`src/rtl/env_lut_pkg.sv`:
```
package env_lut_pkg;

  localparam int unsigned DEF_EXP_W  = 3;
  localparam int unsigned DEF_MANT_W = 4;
  localparam int unsigned DEF_OUT_W  = 12;

  // companded magnitude -> linear, segment bias 2^(mant_w+1)+1
  function automatic logic [63:0] mag_expand(input logic [63:0] e, input logic [63:0] m,
                                             input int unsigned mant_w);
    logic [63:0] bias;
    bias = (64'd1 << (mant_w + 1)) + 64'd1;
    return (((m << 1) + bias) << e) - bias;
  endfunction

  // floor square root, bit-serial trial
  function automatic logic [63:0] isqrt(input logic [63:0] v, input int unsigned root_w);
    logic [63:0] r;
    logic [63:0] t;
    r = '0;
    for (int b = int'(root_w) - 1; b >= 0; b--) begin
      t = r | (64'd1 << b);
      if (t * t <= v) r = t;
    end
    return r;
  endfunction

  // envelope for one {cur, prev} magnitude address
  function automatic logic [63:0] env_entry(input logic [63:0] addr, input int unsigned exp_w,
                                            input int unsigned mant_w, input int unsigned shift);
    int unsigned mag_w;
    logic [63:0] mmask, emask, a, b, m_a, m_b;
    mag_w = exp_w + mant_w;
    mmask = (64'd1 << mant_w) - 64'd1;
    emask = (64'd1 << exp_w) - 64'd1;
    m_a   = (addr >> mag_w) & ((64'd1 << mag_w) - 64'd1);
    m_b   = addr & ((64'd1 << mag_w) - 64'd1);
    a = mag_expand((m_a >> mant_w) & emask, m_a & mmask, mant_w);
    b = mag_expand((m_b >> mant_w) & emask, m_b & mmask, mant_w);
    return isqrt(a * a + b * b, mant_w + 2 + (1 << exp_w)) >> shift;
  endfunction

endpackage

```
`src/rtl/env_pair_addr.sv`:
```
module env_pair_addr #(
  parameter int unsigned MAG_W  = 7,
  parameter int unsigned CODE_W = MAG_W + 1,
  parameter int unsigned ADDR_W = 2 * MAG_W
) (
  input  logic              clk_i,
  input  logic              rst_ni,
  input  logic              sample_valid_i,
  input  logic [CODE_W-1:0] sample_code_i,
  output logic              addr_valid_o,
  output logic [ADDR_W-1:0] addr_o
);

  logic [MAG_W-1:0]  mag;
  logic [MAG_W-1:0]  prev_q;
  logic              first_q;
  logic              addr_valid_q;
  logic [ADDR_W-1:0] addr_q;
  logic              unused_sign;

  assign mag         = sample_code_i[MAG_W-1:0];
  assign unused_sign = sample_code_i[CODE_W-1];

  always_ff @(posedge clk_i or negedge rst_ni) begin
    if (!rst_ni) begin
      prev_q       <= '0;
      first_q      <= 1'b1;
      addr_valid_q <= 1'b0;
      addr_q       <= '0;
    end else begin
      addr_valid_q <= sample_valid_i & ~first_q;
      if (sample_valid_i) begin
        prev_q  <= mag;
        first_q <= 1'b0;
        addr_q  <= {mag, prev_q};
      end
    end
  end

  assign addr_valid_o = addr_valid_q;
  assign addr_o       = addr_q;

  // first accepted sample after reset yields no address strobe
  a_r5_first_blocked: assert property (@(posedge clk_i) disable iff (!rst_ni)
    (first_q && sample_valid_i) |=> !addr_valid_o);

  // previous magnitude only moves on an accepted sample
  a_r6_prev_hold: assert property (@(posedge clk_i) disable iff (!rst_ni)
    !sample_valid_i |=> $stable(prev_q));

  // address strobe needs an accepted sample one edge earlier
  a_r4_addr_src: assert property (@(posedge clk_i) disable iff (!rst_ni)
    !sample_valid_i |=> !addr_valid_o);

endmodule

```
`src/rtl/env_mag_square.sv`:
```
module env_mag_square #(
  parameter int unsigned EXP_W  = 3,
  parameter int unsigned MANT_W = 4,
  parameter int unsigned MAG_W  = EXP_W + MANT_W,
  parameter int unsigned LIN_W  = MANT_W + 1 + (1 << EXP_W)
) (
  input  logic [MAG_W-1:0]   mag_i,
  output logic [LIN_W-1:0]   lin_o,
  output logic [2*LIN_W-1:0] sq_o
);

  assign lin_o = LIN_W'(env_lut_pkg::mag_expand(64'(mag_i[MAG_W-1:MANT_W]),
                                                64'(mag_i[MANT_W-1:0]), MANT_W));
  assign sq_o  = (2*LIN_W)'(lin_o) * (2*LIN_W)'(lin_o);

endmodule

```
`src/rtl/env_table.sv`:
```
module env_table #(
  parameter int unsigned EXP_W    = 3,
  parameter int unsigned MANT_W   = 4,
  parameter int unsigned OUT_W    = 12,
  parameter bit          FULL_ROM = 1'b0,
  parameter int unsigned MAG_W    = EXP_W + MANT_W,
  parameter int unsigned ADDR_W   = 2 * MAG_W
) (
  input  logic              clk_i,
  input  logic              rst_ni,
  input  logic              addr_valid_i,
  input  logic [ADDR_W-1:0] addr_i,
  output logic              env_valid_o,
  output logic [OUT_W-1:0]  env_o
);

  localparam int unsigned LIN_W  = MANT_W + 1 + (1 << EXP_W);
  localparam int unsigned SUM_W  = 2 * LIN_W + 1;
  localparam int unsigned ROOT_W = LIN_W + 1;
  localparam int unsigned SHIFT  = ROOT_W - OUT_W;
  localparam int unsigned DEPTH  = 1 << ADDR_W;
  localparam logic [63:0] MAX_ENV =
    env_lut_pkg::env_entry((64'd1 << ADDR_W) - 64'd1, EXP_W, MANT_W, SHIFT);

  logic [OUT_W-1:0] env_d;
  logic [OUT_W-1:0] env_q;
  logic             valid_q;

  generate
    if (FULL_ROM) begin : g_rom
      logic [OUT_W-1:0] rom [DEPTH];
      for (genvar i = 0; i < int'(DEPTH); i++) begin : g_ent
        assign rom[i] = OUT_W'(env_lut_pkg::env_entry(64'(i), EXP_W, MANT_W, SHIFT));
      end
      assign env_d = rom[addr_i];
    end else begin : g_fact
      logic [LIN_W-1:0]   lin [2];
      logic [2*LIN_W-1:0] sq  [2];
      logic [SUM_W-1:0]   sum;
      logic [ROOT_W-1:0]  root;
      for (genvar g = 0; g < 2; g++) begin : g_half
        env_mag_square #(.EXP_W(EXP_W), .MANT_W(MANT_W)) u_sq (
          .mag_i (addr_i[g*MAG_W +: MAG_W]),
          .lin_o (lin[g]),
          .sq_o  (sq[g])
        );
      end
      assign sum   = SUM_W'(sq[0]) + SUM_W'(sq[1]);
      assign root  = ROOT_W'(env_lut_pkg::isqrt(64'(sum), ROOT_W));
      assign env_d = OUT_W'(root >> SHIFT);
    end
  endgenerate

  always_ff @(posedge clk_i or negedge rst_ni) begin
    if (!rst_ni) begin
      valid_q <= 1'b0;
      env_q   <= '0;
    end else begin
      valid_q <= addr_valid_i;
      if (addr_valid_i) env_q <= env_d;
    end
  end

  assign env_valid_o = valid_q;
  assign env_o       = env_q;

  // output register holds without a new address
  a_r8_env_hold: assert property (@(posedge clk_i) disable iff (!rst_ni)
    !addr_valid_i |=> $stable(env_o));

  // result never exceeds the full-scale envelope
  a_r3_env_bound: assert property (@(posedge clk_i) disable iff (!rst_ni)
    env_valid_o |-> (64'(env_o) <= MAX_ENV));

endmodule

```
`src/rtl/env_lut_detector.sv`:
```
module env_lut_detector #(
  parameter int unsigned EXP_W    = env_lut_pkg::DEF_EXP_W,
  parameter int unsigned MANT_W   = env_lut_pkg::DEF_MANT_W,
  parameter int unsigned OUT_W    = env_lut_pkg::DEF_OUT_W,
  parameter bit          FULL_ROM = 1'b0
) (
  input  logic                           clk_i,
  input  logic                           rst_ni,
  input  logic                           sample_valid_i,
  input  logic [EXP_W+MANT_W:0]          sample_code_i,
  output logic                           env_valid_o,
  output logic [OUT_W-1:0]               env_o
);

  localparam int unsigned MAG_W  = EXP_W + MANT_W;
  localparam int unsigned CODE_W = MAG_W + 1;
  localparam int unsigned ADDR_W = 2 * MAG_W;

  logic              addr_valid;
  logic [ADDR_W-1:0] addr;

  env_pair_addr #(.MAG_W(MAG_W), .CODE_W(CODE_W), .ADDR_W(ADDR_W)) u_pair (
    .clk_i          (clk_i),
    .rst_ni         (rst_ni),
    .sample_valid_i (sample_valid_i),
    .sample_code_i  (sample_code_i),
    .addr_valid_o   (addr_valid),
    .addr_o         (addr)
  );

  env_table #(
    .EXP_W(EXP_W), .MANT_W(MANT_W), .OUT_W(OUT_W), .FULL_ROM(FULL_ROM),
    .MAG_W(MAG_W), .ADDR_W(ADDR_W)
  ) u_table (
    .clk_i        (clk_i),
    .rst_ni       (rst_ni),
    .addr_valid_i (addr_valid),
    .addr_i       (addr),
    .env_valid_o  (env_valid_o),
    .env_o        (env_o)
  );

  // every address strobe becomes an output strobe one edge later
  a_r4_out_follows: assert property (@(posedge clk_i) disable iff (!rst_ni)
    addr_valid |=> env_valid_o);

  // no output strobe without an address strobe one edge earlier
  a_r4_out_source: assert property (@(posedge clk_i) disable iff (!rst_ni)
    !addr_valid |=> !env_valid_o);

  // an output strobe lasts one cycle unless a new address arrived
  a_r7_single_pulse: assert property (@(posedge clk_i) disable iff (!rst_ni)
    (env_valid_o && !addr_valid) |=> !env_valid_o);

endmodule

```
`config.mk`:
```
export PLATFORM = sky130hd
export DESIGN_NAME = env_lut_detector
export DESIGN_NICKNAME = d
export VERILOG_FILES = /design/src/rtl/env_lut_pkg.sv /design/src/rtl/env_pair_addr.sv /design/src/rtl/env_mag_square.sv /design/src/rtl/env_table.sv /design/src/rtl/env_lut_detector.sv
export SDC_FILE = /design/constraint.sdc
export NUM_CORES = 1
export LEC_CHECK = 0
export BUFFER_PORTS_ARGS = -buffer_cell sky130_fd_sc_hd__buf_4
export CORE_ASPECT_RATIO = 0.6
export CORE_MARGIN = 2
export CORE_UTILIZATION = 38
export CTS_CLUSTER_SIZE = 30
export DETAILED_ROUTE_END_ITERATION = 7
export PLACE_DENSITY_LB_ADDON = 0.08
export SLEW_MARGIN = 20
export SYNTH_ARGS = -nofsm -noshare
export SYNTH_HDL_FRONTEND = slang
export SYNTH_HIERARCHICAL = 1
export SYNTH_SLANG_ARGS = --single-unit
export TNS_END_PERCENT = 30
```
`constraint.sdc`:
```
create_clock -name clk_i -period 83.1 [get_ports clk_i]
set_input_delay 16.62 -clock clk_i [delete_from_list [all_inputs] [get_ports clk_i]]
set_output_delay 16.62 -clock clk_i [all_outputs]
set_load 0.01 [all_outputs]
```
==> results of run 1 <==
layout by cell type (no fill, tap or decap), types with 19 or more instances in the layout:
cell type  instances
nand2b_1          19
nand3_1           55
fa_1             400
nor3_1            34
and3_1            20
a21o_1           102
a21oi_1          179
and2_1            32
a211oi_1          20
nand4_1           27
xnor2_1          123
nor2_1           174
dfrtp_1           28
o21bai_1          40
o21ai_0           86
nand2_1          172
inv_1            663
nor2b_1           23
xor2_1            45
buf_4             61
ha_1             635
layer usage:
metal  global-route usage, %  vias to the layer above  wire length (um)
li1                        -                    10919                 -
met1                   39.41                    11455             50420
met2                   29.03                      468             30830
met3                   1.374                       23              3943
met4                   2.259                        0               481
met5                       0                        -                 0
flip-flops by register name (all words and copies together), names as in the netlist:
register and flops:
u_pair/first_q 1, u_pair/addr_o 7, u_pair/addr_valid_o 1, u_table/env_o 12, u_table/env_valid_o 1, u_pair/prev_q 7
worst register-to-register path: cells and delay by family (launching register included):
kind                     cells  cell delay (ns)
AO/OA/AOI/OAI               82            20.51
XOR/XNOR                    14             2.66
adder cells (fa/ha/maj)     85            31.58
buffers and inverters       42             6.37
flip-flops                   1             0.95
AND/OR/NAND/NOR             43             9.17
layout make-up:
cell class	instances	area [um^2]	area share, %
timing repair buffer	61	457.9	1.495
clock inverter	2	37.54	0.1225
multi-input combinational	2513	25460	83.11
tap	1000	1251	4.085
inverter	680	2561	8.362
clock buffer	6	138.9	0.4534
sequential	29	726.9	2.373
path summary, 6_finish.rpt:
kind                       depth (start not counted)  slack, ns                 from                   to
hold / removal                                     0       0.39  u_pair/addr_valid_o  u_table/env_valid_o
setup reg to reg                                 266      11.78     u_pair/addr_o[4]     u_table/env_o[0]
min in group asynchronous                          1      16.29               rst_ni     u_pair/addr_o[1]
hold reg to reg                                    0       0.39  u_pair/addr_valid_o  u_table/env_valid_o
max in group asynchronous                          1      66.43               rst_ni     u_table/env_o[2]
setup / recovery                                 266      11.78     u_pair/addr_o[4]     u_table/env_o[0]
per-stage QoR:
stage / hold slack, ns / instances / setup slack [ns] / cell area (um^2)
2_1_floorplan: 0.4066 / 3293 / 19.32 / 29110
3_3_place_gp: 0.3683 / 4283 / 13.19 / 30450
3_5_place_dp: 0.3721 / 4283 / 12.66 / 30450
4_1_cts: 0.3853 / 4291 / 12.41 / 30630
5_1_grt: 0.4127 / 4291 / 7.645 / 30630
6_report: 0.3907 / 4291 / 11.78 / 30630
==> reports/qor.yml, run 1 <==
layout-drive-gt1-share_pct: 5.409
rsz0062_at_grt: "no"
start_kind: "flip-flop"
io_buffers: 22
drt_pass1_iterations: 5
hold_violations: 0
yosysWarnings: 6
tightestPinTransition_ns: 1.134
min_period_over_period_pct: 85.83
vias: 22865
cts.repair.resized: 0
die_w_um: 361.1
clk_latency_ns: 0.31
grt_pass1_wl_um: 135900
wire_per_inst_um: 19.97
grt.overflow.total: 0
place_congestion: 0.8772
cts_setup_buffers: 0
crit_path_top_delay_cell: "o311ai_0"
crit_path_end_kind: "flip-flop"
post-route-drc-count: 0
hpwl_um: 73910
drtIter0Drc: 1782
syn_inst: 3285
cp.arrival_ns: 71.53
cp_top_family: "adder cells"
timing.setup.tns_ns: 0
track_usage_pct: 22.35
cap_violations: 0
cpPeakStageDelay_ns: 0.98
cp_max_fo: 31
rows: 78
h-tree-depth: 2
relSlewSlack_pct: 23.44
final_core_util_pct: 40.50
final.min_clock_period_ns: 71.32
pin_count: 24
finalMaxSlewViolations: 0
start_util_pct: 38.44
status: "finished clean"
syn_area_per_cell_um2: 8.851
syn_to_final_growth_pct: 5.349
cts.clk_slew.worst_paths_ns: 0.06
syn_area_um2: 29080
cts_tree: "done"
finalSetupViolations: 0
hold_buffers: 0
worstPathRequired_ns: 83.31
cpMostUsedCell: "ha_1"
finClkSkew_ns: 0.009339
antenna_found_initial: 4
cts_root_buf: "clkbuf_16"
wirelength_um: 85680
cp_num_buf_inv: 42
grt_max_degree: 36
nFillCells: 7698
criticalPathCategory: "reg2reg"
cts_sinks: 29
cts_buffer_depth: 2
antenna_cells: 0
via_per_inst: 5.329
nets: 4336
cts_buffers: 5
die_area_um2: 78810
coreArea_um2: 75640
detail-route-antenna-nets: 0
grt_pass1_vias: 23103
hp-class: "reg2reg"
fmax_mhz: 14.02
die_y_um: 218.3
Power of run 1 is not shown: default switching activity piles up to over one toggle a cycle in this logic, so the estimate is an artifact.
==> run 2: changes to the inputs <==
Settings changed: ABC_CLOCK_PERIOD_IN_PS set to 83100, PLACE_DENSITY_LB_ADDON 0.08 to 0.2.
==> run 2 against run 1 <==
Compared with the run above:
- critical path depth grew 4
- clock skew shrank 0.0065 ns
- sequential share of layout area about the same
- critical path type unchanged
- wire length decreased by 6.0%
- core utilization about the same
- maximum frequency rose by 1.3%
==> reports/qor.yml, run 2 (synthesis gave the netlist of run 1 again) <==
status: "finished clean"
die_area_um2: 78810  # unchanged
detail-route-antenna-nets: 0  # unchanged
cts_setup_buffers: 0  # unchanged
cts_buffer_depth: 2  # unchanged
wirelength_um: 80520  # -6.0%
crit_path_end_kind: "flip-flop"
hold_buffers: 0  # unchanged
wire_per_inst_um: 18.76  # -6.0%
cts.clk_slew.worst_paths_ns: 0.06  # about the same
largest_register_ffs: 12  # unchanged
cpMostUsedCell: "ha_1"
cts_buffers: 5  # unchanged
hold_violations: 0  # unchanged
hp-class: "reg2reg"
pre_cts_slack_ns: 13.57  # +0.9153 ns
via_per_inst: 5.120  # -3.9%
final_cell_mix: "663 x inv_1, 635 x ha_1, 400 x fa_1, 179 x a21oi_1, 174 x nor2_1"
tightestPinTransition_ns: 1.011  # -0.1233 ns
antenna_cells: 0  # unchanged
fmax_mhz: 14.21  # +1.3%
cts_tree: "done"
start_util_pct: 38.44  # unchanged
placed_cells: 4283  # unchanged
grt_max_degree: 36  # unchanged
post-route-drc-count: 0  # unchanged
final.min_clock_period_ns: 70.38  # -0.9428 ns
rsz0062_at_grt: "no"
hpwl_um: 69320  # -6.2%
cp_max_fo: 25  # -19%
h-tree-depth: 2  # unchanged
fin_ws_ns: 12.72  # +0.9428 ns
grt_pass1_wl_um: 129200  # -5.0%
cp_top_family: "adder cells"
final_common_cell: "inv_1"
grt_pass1_vias: 21864  # -5.4%
drt_pass1_iterations: 5  # unchanged
grt.overflow.total: 0  # unchanged
min_period_over_period_pct: 84.69  # -1.1 points
cap_violations: 0  # unchanged
fin_hold_ws_ns: 0.4833  # +0.09262 ns
cts_sinks: 29  # unchanged
antenna_found_initial: 0  # -4
worstPathRequired_ns: 83.30  # about the same
cp.arrival_ns: 70.58  # -0.95 ns
die_w_um: 361.1  # unchanged
drtIter0Drc: 1518  # -15%
final_cells: 4291  # unchanged
criticalPathCategory: "reg2reg"
cts.repair.resized: 0  # unchanged
place_congestion: 0.8786  # +0.16%
cpPeakStageDelay_ns: 0.86  # -0.12 ns
pin_count: 24  # unchanged
io_buffers: 22  # unchanged
finalMaxSlewViolations: 0  # unchanged
start_kind: "flip-flop"
rows: 78  # unchanged
nets: 4336  # unchanged
finalSetupViolations: 0  # unchanged
finClkSkew_ns: 0.002865  # -0.006474 ns
track_usage_pct: 21.19  # -1.2 points
clk_latency_ns: 0.30  # about the same
timing.setup.tns_ns: 0  # unchanged
cts_root_buf: "clkbuf_16"
cp_num_buf_inv: 42  # unchanged
vias: 21971  # -3.9%
die_y_um: 218.3  # unchanged
crit_path_top_delay_cell: "a2111oi_0"
syn_to_final_growth_pct: 5.233
relSlewSlack_pct: 32.62  # +9.2 points
layout-drive-gt1-share_pct: 5.439  # +0.030 points
coreArea_um2: 75640  # unchanged
-- run 2: changes by cell type in the layout (fill, tap and decap cells not counted), sizes merged --
cell	previous run	this run
bufinv	1	0
clkinv	6	8
clkbuf	6	5
-- run 2: worst min-delay path: cells and delay by family, from the launching register on --
kind | cells | cell delay, ns
and+or+nand+nor | 1 | 0.05
AOI/OAI and AO/OA | 1 | 0.06
DFF | 1 | 0.34
-- run 2: cell type report --
type                    instances  area [um^2]
inverters                     680         2561
well taps                    1000         1251
flip-flops and latches         29        726.9
repair buffers                 61        457.9
fillers                      7675        45040
clock buffers                   5        125.1
multi-input cells            2513        25460
clock inverters                 3        17.52
-- run 2: per-stage QoR --
stage	cell area (um^2)	util, %
4_1_cts	30600	40.45
6_report	30600	40.45
3_3_place_gp	30450	40.26
5_1_grt	30600	40.45
3_5_place_dp	30450	40.26
2_1_floorplan	29110	-
-- run 2: metal layers --
layer | track usage (%) | vias up | wire length, um
met5 | 0 | - | 0
met4 | 2.050 | 0 | 487
met3 | 5.070 | 21 | 6865
met2 | 25.60 | 545 | 26850
met1 | 36.59 | 10471 | 46310
li1 | - | 10934 | -
-- run 2: path summary, 6_finish.rpt --
path / cells after the start / end / from / slack, ns
worst max-delay path: 270 / u_table/env_o[0] / u_pair/addr_o[6] / 12.72
worst min-delay path: 2 / u_table/env_o[2] / u_table/env_o[2] / 0.48
worst max register to register: 270 / u_table/env_o[0] / u_pair/addr_o[6] / 12.72
worst min register to register: 2 / u_table/env_o[2] / u_table/env_o[2] / 0.48
max in group asynchronous: 1 / u_pair/first_q / rst_ni / 66.49
min in group asynchronous: 1 / u_pair/prev_q[1] / rst_ni / 16.26
Power of run 2 is left out for the same reason.
==> run 3: changes to the inputs <==
Settings changed: ABC_AREA set to 1, ABC_CLOCK_PERIOD_IN_PS 83100 to 62600.
Clock period 83.1 ns to 62.6 ns, I/O delays scaled along.
==> run 3 against run 2 <==
Compared with the run above:
- sequential cell count did not move
- clock skew is 0.016 ns higher
- first-iteration DRC count grew 8.2%
- cell area grew 3.2%
- non-clock buffer count increased by 22
- synthesized cell count up 13%
- worst setup slack lost 9.3 ns
- synthesized area up 0.44%
==> reports/qor.yml, run 3 <==
status: "finished clean"
min_period_over_period_pct: 94.60  # +9.9 points
ff_latch_area_um2: 737.0  # +1.4%
via_per_inst: 4.890  # -4.5%
cts_root_buf: "clkbuf_16"
final_core_util_pct: 41.64  # +1.2 points
worstSetupStartpoint: "u_pair/prev_q[5]"
relSlewSlack_pct: 48.90  # +16 points
final_cells: 4783  # +11%
fmax_mhz: 16.89  # +19%
clk_latency_ns: 0.33  # +0.03 ns
r2r_cells: 276  # +2.2%
wire_per_inst_um: 16.94  # -9.7%
antenna_found_initial: 0  # unchanged
cpMostUsedCell: "ha_1"
rrSetupSlack_ns: 3.38  # -9.34 ns
final.min_clock_period_ns: 59.22  # -11.16 ns
coreArea_um2: 75830  # +0.26%
drtIter0Drc: 1642  # +8.2%
timing.setup.tns_ns: 0  # unchanged
syn_area_um2: 29200  # +0.44%
crit_path_top_delay_cell: "fa_2"
cts_sinks: 29  # unchanged
cts.clk_slew.worst_paths_ns: 0.07  # about the same
start_kind: "flip-flop"
hp-start: "u_pair/addr_valid_o"
place_congestion: 0.9126  # +3.9%
fin_hold_ws_ns: 0.4359  # -0.04743 ns
wl_met2_um: 26440  # -1.5%
vias: 23389  # +6.5%
grt_pass1_vias: 22537  # +3.1%
highest_layer: "met4"
antenna_cells: 0  # unchanged
nets: 4828  # +11%
hpwl_um: 71670  # +3.4%
die_w_um: 361.9  # +0.22%
drt_pass1_iterations: 7  # +2
cp_max_fo: 14  # -44%
h-tree-depth: 2  # unchanged
cp-endpoint: "u_table/env_o[0]"
r2r_end: "u_table/env_o[0]"
hold_violations: 0  # unchanged
syn_to_final_growth_pct: 8.110
cts_buffers: 5  # unchanged
start_util_pct: 38.51  # +0.071 points
cp.arrival_ns: 59.44  # -11.14 ns
cap_violations: 0  # unchanged
syn_inst: 3718  # +13%
wirelength_um: 81040  # +0.65%
multi_input_area_um2: 25130  # -1.3%
timing.rr.start: "u_pair/prev_q[5]"
hp-class: "reg2reg"
grt.overflow.total: 0  # unchanged
layout-drive-gt1-share_pct: 9.305  # +3.9 points
io_buffers: 22  # unchanged
met1_length_um: 47220  # +2.0%
yosysWarnings: 6  # unchanged
final_cell_mix: "908 x inv_1, 624 x ha_1, 599 x nand2_1, 394 x fa_1, 205 x nor2_1"
grt_max_degree: 30  # -17%
nFillCells: 7835  # +2.1%
tightestPinTransition_ns: 0.7647  # -0.2460 ns
die_area_um2: 79160  # +0.44%
pin_count: 24  # unchanged
worstPathRequired_ns: 62.82  # -20.48 ns
track_usage_pct: 21.28  # +0.089 points
finalSetupViolations: 0  # unchanged
final_common_cell: "inv_1"
largest_register_ffs: 12  # unchanged
wl_met3_um: 6947  # +1.2%
criticalPathCategory: "reg2reg"
detail-route-antenna-nets: 0  # unchanged
placed_cells: 4738  # +11%
cpPeakStageDelay_ns: 0.63  # -0.23 ns
rows: 78  # unchanged
cts_buffer_depth: 2  # unchanged
die_y_um: 218.7  # +0.22%
post-route-drc-count: 0  # unchanged
crit_path_end_kind: "flip-flop"
cts_tree: "done"
finClkSkew_ns: 0.01896  # +0.01609 ns
grt_pass1_wl_um: 130100  # +0.68%
finalMaxSlewViolations: 0  # unchanged
syn_area_per_cell_um2: 7.855  # -11%
[run 3: final cells by class]
type | instances | share of cell area, %
repair buffers | 83 | 2.049
multi-input cells | 2711 | 79.60
clock inverters | 2 | 0.1189
well taps | 1000 | 3.963
flip-flops and latches | 29 | 2.334
inverters | 952 | 11.50
clock buffers | 6 | 0.4399
[run 3: worst min path at each step]
| stage | to | slack [ns] | cells past startpoint |
|---|---|---|---|
| after floorplan | u_table/env_valid_o | 0.39 | 0 |
| after global placement | u_table/env_valid_o | 0.41 | 0 |
| after detailed placement | u_table/env_valid_o | 0.42 | 0 |
| after CTS | u_table/env_valid_o | 0.44 | 0 |
| after global routing | u_table/env_valid_o | 0.46 | 0 |
| final | u_table/env_valid_o | 0.44 | 0 |
[run 3: repair_timing]
item | CTS | global route
buffers inserted | 0 | 37
hold buffers | 0 | 0
endpoints found under the setup margin | 1 | 1
pin swaps | 0 | 17
resized for setup | 4 | 134
[run 3: per-layer routing]
| metal | vias to the layer above | GRT usage, % |
|---|---|---|
| met1 | 11172 | 36.95 |
| met4 | 0 | 1.639 |
| met5 | - | 0 |
| met2 | 524 | 25.23 |
| li1 | 11676 | - |
| met3 | 17 | 5.602 |
[run 3: stage by stage]
| stage | area (um^2) | setup slack, ns |
|---|---|---|
| floorplan | 29230 | 6.236 |
| global placement | 30600 | -0.4572 |
| detailed placement | 30600 | -0.5003 |
| CTS | 30780 | 0.1199 |
| global route | 31570 | -0.1897 |
| finish | 31570 | 3.379 |
[run 3: critical path: cells and delay by family (launching register included)]
| family | cells | cell delay (ns) |
|---|---|---|
| AND/OR/NAND/NOR | 91 | 13.38 |
| adder cells (fa/ha/maj) | 82 | 31.70 |
| buffers and inverters | 52 | 4.97 |
| AO/OA/AOI/OAI | 39 | 6.59 |
| flip-flops | 1 | 0.48 |
| XOR/XNOR | 12 | 1.83 |
Power of run 3 is left out for the same reason.
